**src/rtl/fuse_read_pkg.sv**
```systemverilog
package fuse_read_pkg;

    localparam int FUSE_AW    = 10;
    localparam int CTRL_W     = 16;
    localparam int ADDR_LSB   = 6;
    localparam int BIT_PGM_N  = 3;
    localparam int BIT_LOAD   = 2;
    localparam int BIT_STROBE = 1;
    localparam int BIT_CS_N   = 0;

    typedef enum logic [2:0] {
        S_STANDBY,
        S_OPEN,
        S_ADDR_CLR,
        S_ADDR_SET,
        S_STROBE,
        S_RELEASE
    } seq_state_e;

    function automatic logic [CTRL_W-1:0] pack_ctrl(
        input logic              pgm_n,
        input logic              load,
        input logic              strobe,
        input logic              cs_n,
        input logic [FUSE_AW-1:0] addr
    );
        logic [CTRL_W-1:0] w;
        w = '0;
        w[ADDR_LSB +: FUSE_AW] = addr;
        w[BIT_PGM_N]           = pgm_n;
        w[BIT_LOAD]            = load;
        w[BIT_STROBE]          = strobe;
        w[BIT_CS_N]            = cs_n;
        return w;
    endfunction

endpackage

```
**src/rtl/fuse_gap_timer.sv**
```systemverilog
module fuse_gap_timer #(
    parameter int unsigned GAP_CYC = 1
) (
    input  logic clk,
    input  logic rst_n,
    input  logic restart,
    output logic expired
);
    localparam int unsigned TW   = (GAP_CYC < 2) ? 1 : $clog2(GAP_CYC);
    localparam logic [TW-1:0] LAST = TW'(GAP_CYC - 1);

    logic [TW-1:0] cnt_q;

    always_ff @(posedge clk or negedge rst_n) begin
        if (!rst_n) begin
            cnt_q <= '0;
        end else if (restart) begin
            cnt_q <= '0;
        end else if (cnt_q != LAST) begin
            cnt_q <= cnt_q + 1'b1;
        end
    end

    assign expired = (cnt_q == LAST);

endmodule

```
**src/rtl/fuse_addr_ctr.sv**
```systemverilog
module fuse_addr_ctr #(
    parameter int AW = 10
) (
    input  logic          clk,
    input  logic          rst_n,
    input  logic          load,
    input  logic [AW-1:0] load_val,
    input  logic          step,
    output logic [AW-1:0] addr
);
    logic [AW-1:0] addr_q;

    always_ff @(posedge clk or negedge rst_n) begin
        if (!rst_n) begin
            addr_q <= '0;
        end else if (load) begin
            addr_q <= load_val;
        end else if (step) begin
            addr_q <= addr_q + 1'b1;
        end
    end

    assign addr = addr_q;

endmodule

```
**src/rtl/fuse_byte_ctr.sv**
```systemverilog
module fuse_byte_ctr #(
    parameter int CW = 16
) (
    input  logic          clk,
    input  logic          rst_n,
    input  logic          load,
    input  logic [CW-1:0] load_val,
    input  logic          dec,
    output logic          last
);
    logic [CW-1:0] left_q;

    always_ff @(posedge clk or negedge rst_n) begin
        if (!rst_n) begin
            left_q <= '0;
        end else if (load) begin
            left_q <= load_val;
        end else if (dec && left_q != '0) begin
            left_q <= left_q - 1'b1;
        end
    end

    assign last = (left_q == CW'(1));

endmodule

```
**src/rtl/fuse_read_seq.sv**
```systemverilog
module fuse_read_seq
    import fuse_read_pkg::*;
#(
    parameter int unsigned CLK_HZ = 50_000_000,
    parameter int          CNT_W  = 16
) (
    input  logic                clk,
    input  logic                rst_n,
    input  logic                start,
    input  logic [FUSE_AW-1:0]  start_addr,
    input  logic [CNT_W-1:0]    byte_count,
    input  logic                wr_req,
    input  logic [7:0]          fuse_q,
    output logic                busy,
    output logic                data_valid,
    output logic [7:0]          data,
    output logic                done,
    output logic                wr_done,
    output logic [CTRL_W-1:0]   macro_ctrl
);
    localparam int unsigned GAP_RAW = (CLK_HZ + 999_999) / 1_000_000;
    localparam int unsigned GAP_CYC = (GAP_RAW < 1) ? 1 : GAP_RAW;

    seq_state_e          state_q, state_d;
    logic                gap_end;
    logic                restart;
    logic                accept;
    logic                zero_req;
    logic                byte_step;
    logic                last_byte;
    logic [FUSE_AW-1:0]  cur_addr;

    logic                dv_q;
    logic [7:0]          data_q;
    logic                done_q;
    logic                wr_done_q;

    assign accept    = (state_q == S_STANDBY) && start && (byte_count != '0);
    assign zero_req  = (state_q == S_STANDBY) && start && (byte_count == '0);
    assign byte_step = (state_q == S_RELEASE) && gap_end;
    assign restart   = (state_d != state_q);

    fuse_gap_timer #(.GAP_CYC(GAP_CYC)) u_timer (
        .clk     (clk),
        .rst_n   (rst_n),
        .restart (restart),
        .expired (gap_end)
    );

    fuse_addr_ctr #(.AW(FUSE_AW)) u_addr (
        .clk      (clk),
        .rst_n    (rst_n),
        .load     (accept),
        .load_val (start_addr),
        .step     (byte_step),
        .addr     (cur_addr)
    );

    fuse_byte_ctr #(.CW(CNT_W)) u_bytes (
        .clk      (clk),
        .rst_n    (rst_n),
        .load     (accept),
        .load_val (byte_count),
        .dec      (byte_step),
        .last     (last_byte)
    );

    // State register
    always_ff @(posedge clk or negedge rst_n) begin
        if (!rst_n) begin
            state_q <= S_STANDBY;
        end else begin
            state_q <= state_d;
        end
    end

    // Next-state logic
    always_comb begin
        state_d = state_q;
        unique case (state_q)
            S_STANDBY:  if (accept)  state_d = S_OPEN;
            S_OPEN:     if (gap_end) state_d = S_ADDR_CLR;
            S_ADDR_CLR:              state_d = S_ADDR_SET;
            S_ADDR_SET: if (gap_end) state_d = S_STROBE;
            S_STROBE:   if (gap_end) state_d = S_RELEASE;
            S_RELEASE:  if (gap_end) state_d = last_byte ? S_STANDBY : S_ADDR_CLR;
            default:                 state_d = S_STANDBY;
        endcase
    end

    // Macro pin and busy decode
    always_comb begin
        macro_ctrl = pack_ctrl(1'b1, 1'b0, 1'b0, 1'b1, '0);
        busy       = 1'b1;
        unique case (state_q)
            S_STANDBY: begin
                macro_ctrl = pack_ctrl(1'b1, 1'b0, 1'b0, 1'b1, '0);
                busy       = 1'b0;
            end
            S_OPEN:     macro_ctrl = pack_ctrl(1'b1, 1'b1, 1'b0, 1'b0, '0);
            S_ADDR_CLR: macro_ctrl = pack_ctrl(1'b1, 1'b1, 1'b0, 1'b0, '0);
            S_ADDR_SET: macro_ctrl = pack_ctrl(1'b1, 1'b1, 1'b0, 1'b0, cur_addr);
            S_STROBE:   macro_ctrl = pack_ctrl(1'b1, 1'b1, 1'b1, 1'b0, cur_addr);
            S_RELEASE:  macro_ctrl = pack_ctrl(1'b1, 1'b1, 1'b0, 1'b0, cur_addr);
            default: begin
                macro_ctrl = pack_ctrl(1'b1, 1'b0, 1'b0, 1'b1, '0);
                busy       = 1'b0;
            end
        endcase
    end

    // Response registers
    always_ff @(posedge clk or negedge rst_n) begin
        if (!rst_n) begin
            dv_q      <= 1'b0;
            data_q    <= '0;
            done_q    <= 1'b0;
            wr_done_q <= 1'b0;
        end else begin
            dv_q      <= (state_q == S_STROBE) && gap_end;
            if ((state_q == S_STROBE) && gap_end) begin
                data_q <= fuse_q;
            end
            done_q    <= zero_req || (byte_step && last_byte);
            wr_done_q <= wr_req;
        end
    end

    assign data_valid = dv_q;
    assign data       = data_q;
    assign done       = done_q;
    assign wr_done    = wr_done_q;

endmodule

```
**config.mk**
```make
export PLATFORM = sky130hd
export DESIGN_NAME = fuse_read_seq
export DESIGN_NICKNAME = d
export VERILOG_FILES = /design/src/rtl/fuse_read_pkg.sv /design/src/rtl/fuse_gap_timer.sv /design/src/rtl/fuse_addr_ctr.sv /design/src/rtl/fuse_byte_ctr.sv /design/src/rtl/fuse_read_seq.sv
export SDC_FILE = /design/constraint.sdc
export NUM_CORES = 1
export LEC_CHECK = 0
export BUFFER_PORTS_ARGS = -buffer_cell sky130_fd_sc_hd__buf_2
export CORE_MARGIN = 10
export CORE_UTILIZATION = 40
export DETAILED_ROUTE_END_ITERATION = 10
export PLACE_DENSITY = 0.61
export SLEW_MARGIN = 20
export SYNTH_ARGS = -nofsm -noshare
export SYNTH_HDL_FRONTEND = slang
export SYNTH_SLANG_ARGS = --single-unit
export TNS_END_PERCENT = 20
```
**constraint.sdc**
```tcl
create_clock -name clk -period 3.8 [get_ports clk]
set_clock_uncertainty 0.2 [all_clocks]
set_input_delay 0.38 -clock clk [delete_from_list [all_inputs] [get_ports clk]]
set_output_delay 0.38 -clock clk [all_outputs]
set_load 0.02 [all_outputs]
```
== Word-level counts from Yosys, hierarchy flattened ==
Cells that the tools add are included.

* Word-level logic and storage cells: 53
* Register bits: 46
* Output and inout port bits: 28
* Input bits: 38

* Muxes and demuxes: 15
* Reductions and logical operators: 18
* Eq/ne operators: 9
* Add/subtract/negate cells: 3

{| class="wikitable"
|+ Operators by type and width
! kind !! number
|-
| one-hot mux 16 bit (3 select lines) || 1
|-
| two-way mux 16 bit || 2
|-
| nonzero test 16 bit || 2
|-
| two-way mux 10 bit || 2
|-
| one-hot mux 3 bit (6 select lines) || 1
|-
| == test 16 x 1 -> 1 bit (second input constant) || 1
|-
| logical NOT 16 bit || 1
|-
| subtractor 16 x 1 -> 16 bit (second input constant) || 1
|-
| two-way mux 3 bit || 5
|-
| two-way mux 6 bit || 2
|-
| adder 10 x 1 -> 10 bit (second input constant) || 1
|-
| logical AND 1 bit || 7
|-
| adder 6 x 1 -> 6 bit (second input constant) || 1
|-
| == test 3 x 2 -> 1 bit (second input constant) || 2
|-
| == test 3 bit (second input constant) || 2
|-
| == test 6 bit (second input constant) || 1
|-
| != test 6 bit (second input constant) || 1
|-
| nonzero test 2 bit || 3
|-
| OR reduction 5 bit || 1
|-
| OR reduction 2 bit || 2
|-
| == test 3 x 1 -> 1 bit (second input constant) || 1
|-
| logical NOT 3 bit || 1
|-
| != test 3 bit || 1
|-
| two-way mux 2 bit || 1
|-
| 2 further kinds || 2
|}

== Longest topological paths before layout ==
* Word-level depth: 7
* Mapped depth: 9
* Depth with buffers taken out: 7

== By module ==
From an unflattened synthesis, not the netlist that was laid out.

* Cells, all modules: 300
* Area, all modules: 2806.4 sq um

{| class="wikitable"
|+ By module, submodules not included
! module !! instances !! area an instance (sq um) !! seq. area each (sq um) !! cells each
|-
| fuse_byte_ctr || 1 || 1102.3 || 400.4 || 132
|-
| fuse_read_seq || 1 || 783.3 || 350.3 || 76
|-
| fuse_addr_ctr || 1 || 566.8 || 250.2 || 61
|-
| fuse_gap_timer || 1 || 354.1 || 150.1 || 31
|}

== Worst setup path before layout ==
No wires, ideal clock.

* Path type: register to register
* From: register u_bytes.left_q[0]
* To: register u_bytes.left_q[1]
* Stages on the path, launching flop included: 9
* Period minus slack after synthesis: 2371 ps
* Buffers on the path: 1
* Setup time: 76 ps
* Slack: 1429 ps
* Data required time: 3524 ps
* Data arrival time: 2095 ps
* Cell sequence: dfrtp_1 > inv_1 > ha_1 > or4b_1 > or4_4 > buf_6 > nand2_8 > mux2_1 > o21ai_1

* Longest elaborated chain between the ends: 3
* Elaborated cells between the ends (all ways): 6
* Classes of those cells: add/sub: 1; mux: 2; reduce/logical: 3

{| class="wikitable"
|+ Ends and longest elaborated chain
! element !! RTL line !! text
|-
| start, declared || fuse_byte_ctr.sv:11 || <nowiki>logic [CW-1:0] left_q;</nowiki>
|-
| start signal, assigned || fuse_byte_ctr.sv:17 || <nowiki>left_q <= load_val;</nowiki>
|-
| start signal, assigned || fuse_byte_ctr.sv:19 || <nowiki>left_q <= left_q - 1'b1;</nowiki>
|-
| subtractor 16 x 1 -> 16 bit / nonzero test 16 bit (equally long branches) || fuse_byte_ctr.sv:19, fuse_byte_ctr.sv:18 ||
|-
| two-way mux 16 bit / logical AND 1 bit (equally long branches) || fuse_byte_ctr.sv:18 || <nowiki>end else if (dec && left_q != '0) begin</nowiki>
|-
| two-way mux 16 bit / nonzero test 2 bit (equally long branches) || n/a ||
|}

Parallel ways exist; a longest one is shown, timed or not. The select of a mux whose other input is x is not followed.
A chain may end at the register's enable or synchronous reset.

== Worst setup path after layout ==
* From: register state_q[1]
* To: register u_bytes.left_q[7]

* Longest elaborated chain between the ends: 4
* Elaborated cells between the ends (all ways): 8
* Classes of those cells: eq/ne: 1; mux: 1; reduce/logical: 6

{| class="wikitable"
|+ Ends and longest elaborated chain
! element !! RTL line !! text
|-
| start, declared || fuse_read_seq.sv:24 || <nowiki>seq_state_e state_q, state_d;</nowiki>
|-
| start signal, assigned || fuse_read_seq.sv:73 || <nowiki>state_q <= state_d;</nowiki>
|-
| == test 3 bit / logical NOT 3 bit (equally long branches) || fuse_read_seq.sv:40, fuse_read_seq.sv:38 ||
|-
| logical AND 1 bit (on tied branches) || fuse_read_seq.sv:40, fuse_read_seq.sv:38 ||
|-
| logical AND 1 bit (on tied branches) || fuse_byte_ctr.sv:18, fuse_read_seq.sv:38 ||
|-
| nonzero test 2 bit (no line) / two-way mux 16 bit (equally long branches) || n/a ||
|}

Parallel ways exist; a longest one is shown, timed or not.

==> summary.md <==
| Metric | Value |
|---|---|
| N_diodes | 0 |
| Post-CTS Setup Bufs | 0 |
| Vias per inst | 5.278 |
| Reg-to-reg slack, setup | 1.15 ns |
| CTS tree | done |
| Highest net fanout along the worst path | 21 |
| Largest net degree at the start of global routing | 47 |
| Crit Path Category | register to register |
| Vias | 2111 |
| Synth Area per Inst | around 10 um2 |
| Worst R2R Start | state_q[1]$_DFF_PN0_ |
| Area Growth Syn to Fin | 19.52% |
| First-pass GRT wire length | 10080 um |
| Post-route ant nets | 0 |
| Clk sinks | 46 |
| Startpoint types | register |
| Input/output buffers | 62 |
| Number of global-route vias before repair | 2123 |
| Post-CTS sizing | 0 |
| Worst-Margin Slew | between 0.6 and 0.7 ns |
| Outcome | completed |
| Leakage power total | between 1 and 1.5 nW |
| Arr. time, crit path | between 2 and 3 ns |
| Hold_buf cts | 1 |
| Slew headroom | a little over half |
| Max Freq | between 300 and 400 MHz |
| Worst EP required | around 3.8 ns |
| Synth Instances | about 260 |
| Util after Layout | about half |
| Starting Density | around 41% |
| RSZ-0062 raised after global routing | false |
| Final Setup Violations | 0 |
| Hold_ws | around 0.084 ns |
| Final hold vios | 0 |
| Layout cell share with drive strength beyond 1 | between 20% and 30% |
| Fin. max-slew vios | 0 |
| Critical R2R Capture | u_bytes.left_q[7]$_DFFE_PN0P_ |
| Nets | 366 |
| Setup TNS Final | 0 ns |
| Hold WC Path Type | primary input to register |
| Core Box Area | approximately 0.0063 mm2 |
| Yosys top cell area share | 45.01% |
| CTS Root Buffer Type | clkbuf_8 |
| WHS Endpoint | u_addr.addr[9]$_DFFE_PN0P_ |
| Initial DRT Pass Iterations | 4 |
| Netlist Area Pre-Place | roughly 0.0026 mm2 |
| Post-synth ARST share | 100.0% |
| Min-delay src | start_addr[9] |
| VDD IR max | around 0.33 mV |
| Cell variety after synth | 52 |
| GP Congestion | ~0.8 |
| Seq/Total Area, Yosys | 45.01% |
| HPWL after DPL | 4587 um |
| DRT iter0 DRCs | 88 |
| Crit. End Element | register |
| Post-route cell area | between 0.003 and 0.004 mm2 |
| Die Area | 0.009992 mm2 |
| Tmin final | about 2.6 ns |
| Ys flop type | dfrtp_1 |
| Boundary Pins | 66 |
| Total wire length | ~6000 um |
| Max cap viols | 0 |
| CTS clk-pin slew, worst paths | around 0.090 ns |
| CTS Buf Count | 5 |
| Die height | between 90 and 100 um |
| Cell accounting for the most synthesized area | dfrtp_1 |
| Yosys warnings | 0 |
| Total power | between 1.5 and 2 mW |
| Post-synth EDFFs | 0 |
| Mean routed wirelength per cell | about 15 um |
| Clock Latency Late Sink | approximately 0.30 ns |
| DP Area | a little under 0.003 mm2 |
| Synthesized flop and latch total | 46 |
| Global Route Usage Sum | roughly an eighth |
| Max clock buf depth | 2 |
| Tcrit/Tclk final | 69.71% |
| Hold Path Stages | 3 |
| FILL cells | 615 |
| Post-route DRC | 0 |
| Power per cell area | ~640 mW/mm2 |
| Reg2Reg Depth | 6 |
| Initial antenna violation count | 0 |
| Grt ovf | 0 |
| Largest cells by area after synthesis | dfrtp_1 (45%), nand2_1 (4.5%), mux2_2 (4.0%) |
| Die width | between 90 and 100 um |
| H-tree depth | 2 |
| # rows | 29 |
## cell type report
| type | instances | area (um2) | share of cell area (%) |
|---|---|---|---|
| clock inverter | 3 | 68.82 | 2.251 |
| sequential | 46 | 1151 | 37.66 |
| multi-input combinational | 195 | 1297 | 42.45 |
| inverter | 9 | 33.78 | 1.105 |
| clock buffer | 5 | 68.82 | 2.251 |
| tap | 77 | 96.34 | 3.152 |
| timing repair buffer | 65 | 340.3 | 11.13 |
## logic make-up after synthesis
family | count (synthesis) | share of synthesized area (%)
compound gates | 45 | 11.79
mux | 15 | 6.360
xor+xnor | 17 | 5.822
buf+inv | 22 | 4.501
flops | 46 | 45.01
fa+ha+maj | 6 | 2.935
simple gates | 109 | 23.29
other cells | 2 | 0.2937
## synth_stat cells (2+ instances only)
| library cell | count |
|---|---|
| o211ai_1 | 4 |
| buf_4 | 3 |
| xnor2_1 | 9 |
| nor2_1 | 16 |
| o22ai_1 | 3 |
| a221o_1 | 3 |
| or2_2 | 2 |
| o21ai_1 | 2 |
| nand4_1 | 6 |
| xor2_1 | 8 |
| nor3_1 | 5 |
| a31oi_1 | 2 |
| nor4_1 | 8 |
| o311a_1 | 2 |
| nand2_1 | 31 |
| inv_1 | 9 |
| ha_1 | 6 |
| o21ai_0 | 12 |
| nand4b_1 | 2 |
| buf_2 | 2 |
| and3_1 | 3 |
| mux2_2 | 9 |
| nor2b_1 | 2 |
| or4_1 | 2 |
| o311ai_0 | 2 |
| a211o_1 | 2 |
| or4_4 | 3 |
| or3_1 | 2 |
| mux2i_1 | 5 |
| a21oi_1 | 7 |
| conb_1 | 2 |
| clkbuf_1 | 5 |
| dfrtp_1 | 46 |
| nand3_1 | 9 |
| and2_1 | 11 |
## state kept, by name (all words and copies together) (netlist names)
| signal | count |
|---|---|
| wr_done | 1 |
| done | 1 |
| u_bytes.left_q | 16 |
| u_timer.cnt_q | 6 |
| data | 8 |
| data_valid | 1 |
| state_q | 3 |
| u_addr.addr | 10 |
## worst max-delay path, stage by stage (launching register included)
cell     delay (ns)
dfrtp_1        0.49
nor3_1         0.39
nand2_1        0.14
nor2b_2        0.57
buf_4          0.35
mux2i_1        0.10
a221o_1        0.30
## how the worst max path moves through the flow
stage,from,to,slack [ns],cells after the start
final,state_q[1]$_DFF_PN0_,u_bytes.left_q[7]$_DFFE_PN0P_,1.15,6
after global routing,state_q[1]$_DFF_PN0_,u_bytes.left_q[7]$_DFFE_PN0P_,0.82,6
after CTS,state_q[1]$_DFF_PN0_,u_bytes.left_q[7]$_DFFE_PN0P_,1.12,6
after detailed placement,state_q[1]$_DFF_PN0_,u_bytes.left_q[7]$_DFFE_PN0P_,1.13,6
after global placement,state_q[1]$_DFF_PN0_,u_bytes.left_q[8]$_DFFE_PN0P_,1.15,6
after floorplan,u_bytes.left_q[0]$_DFFE_PN0P_,u_bytes.left_q[1]$_DFFE_PN0P_,1.43,8
## cells in the final DEF, fill, tap and decap left out, types with 3 or more instances in the layout
cell type and instances:
buf_2 61, dfrtp_1 46, nand2_1 31, nor2_1 16, o21ai_0 12, and2_1 11, inv_1 9, nand3_1 9
xnor2_1 9, mux2_2 9, nor4_1 8, xor2_1 8, a21oi_1 7, nand4_1 6, ha_1 6, nor3_1 5
mux2i_1 5, clkbuf_8 5, o211ai_1 4, or4_4 3, o22ai_1 3, and3_1 3, a221o_1 3, conb_1 3
## through the flow
step | setup WS (ns) | cells
6_report | 1.151 | 400
5_1_grt | 0.8246 | 400
4_1_cts | 1.120 | 399
3_5_place_dp | 1.130 | 390
3_3_place_gp | 1.153 | 390
2_1_floorplan | 1.429 | 263
## where the power goes
group          internal [mW]  switching, mW
registers              0.669          0.200
logic                  0.300          0.349
clock network          0.264          0.170
## layer usage
| metal | global-route usage (%) | up-vias | part of all wire (%) |
|---|---|---|---|
| li1 | - | 1054 | - |
| met5 | 0 | - | 0 |
| met2 | 19.61 | 41 | 48 |
| met1 | 14.88 | 1012 | 45 |
| met3 | 3.640 | 4 | 5.6 |
| met4 | 4.300 | 0 | 1.2 |
(Power assumes the default switching activity.)
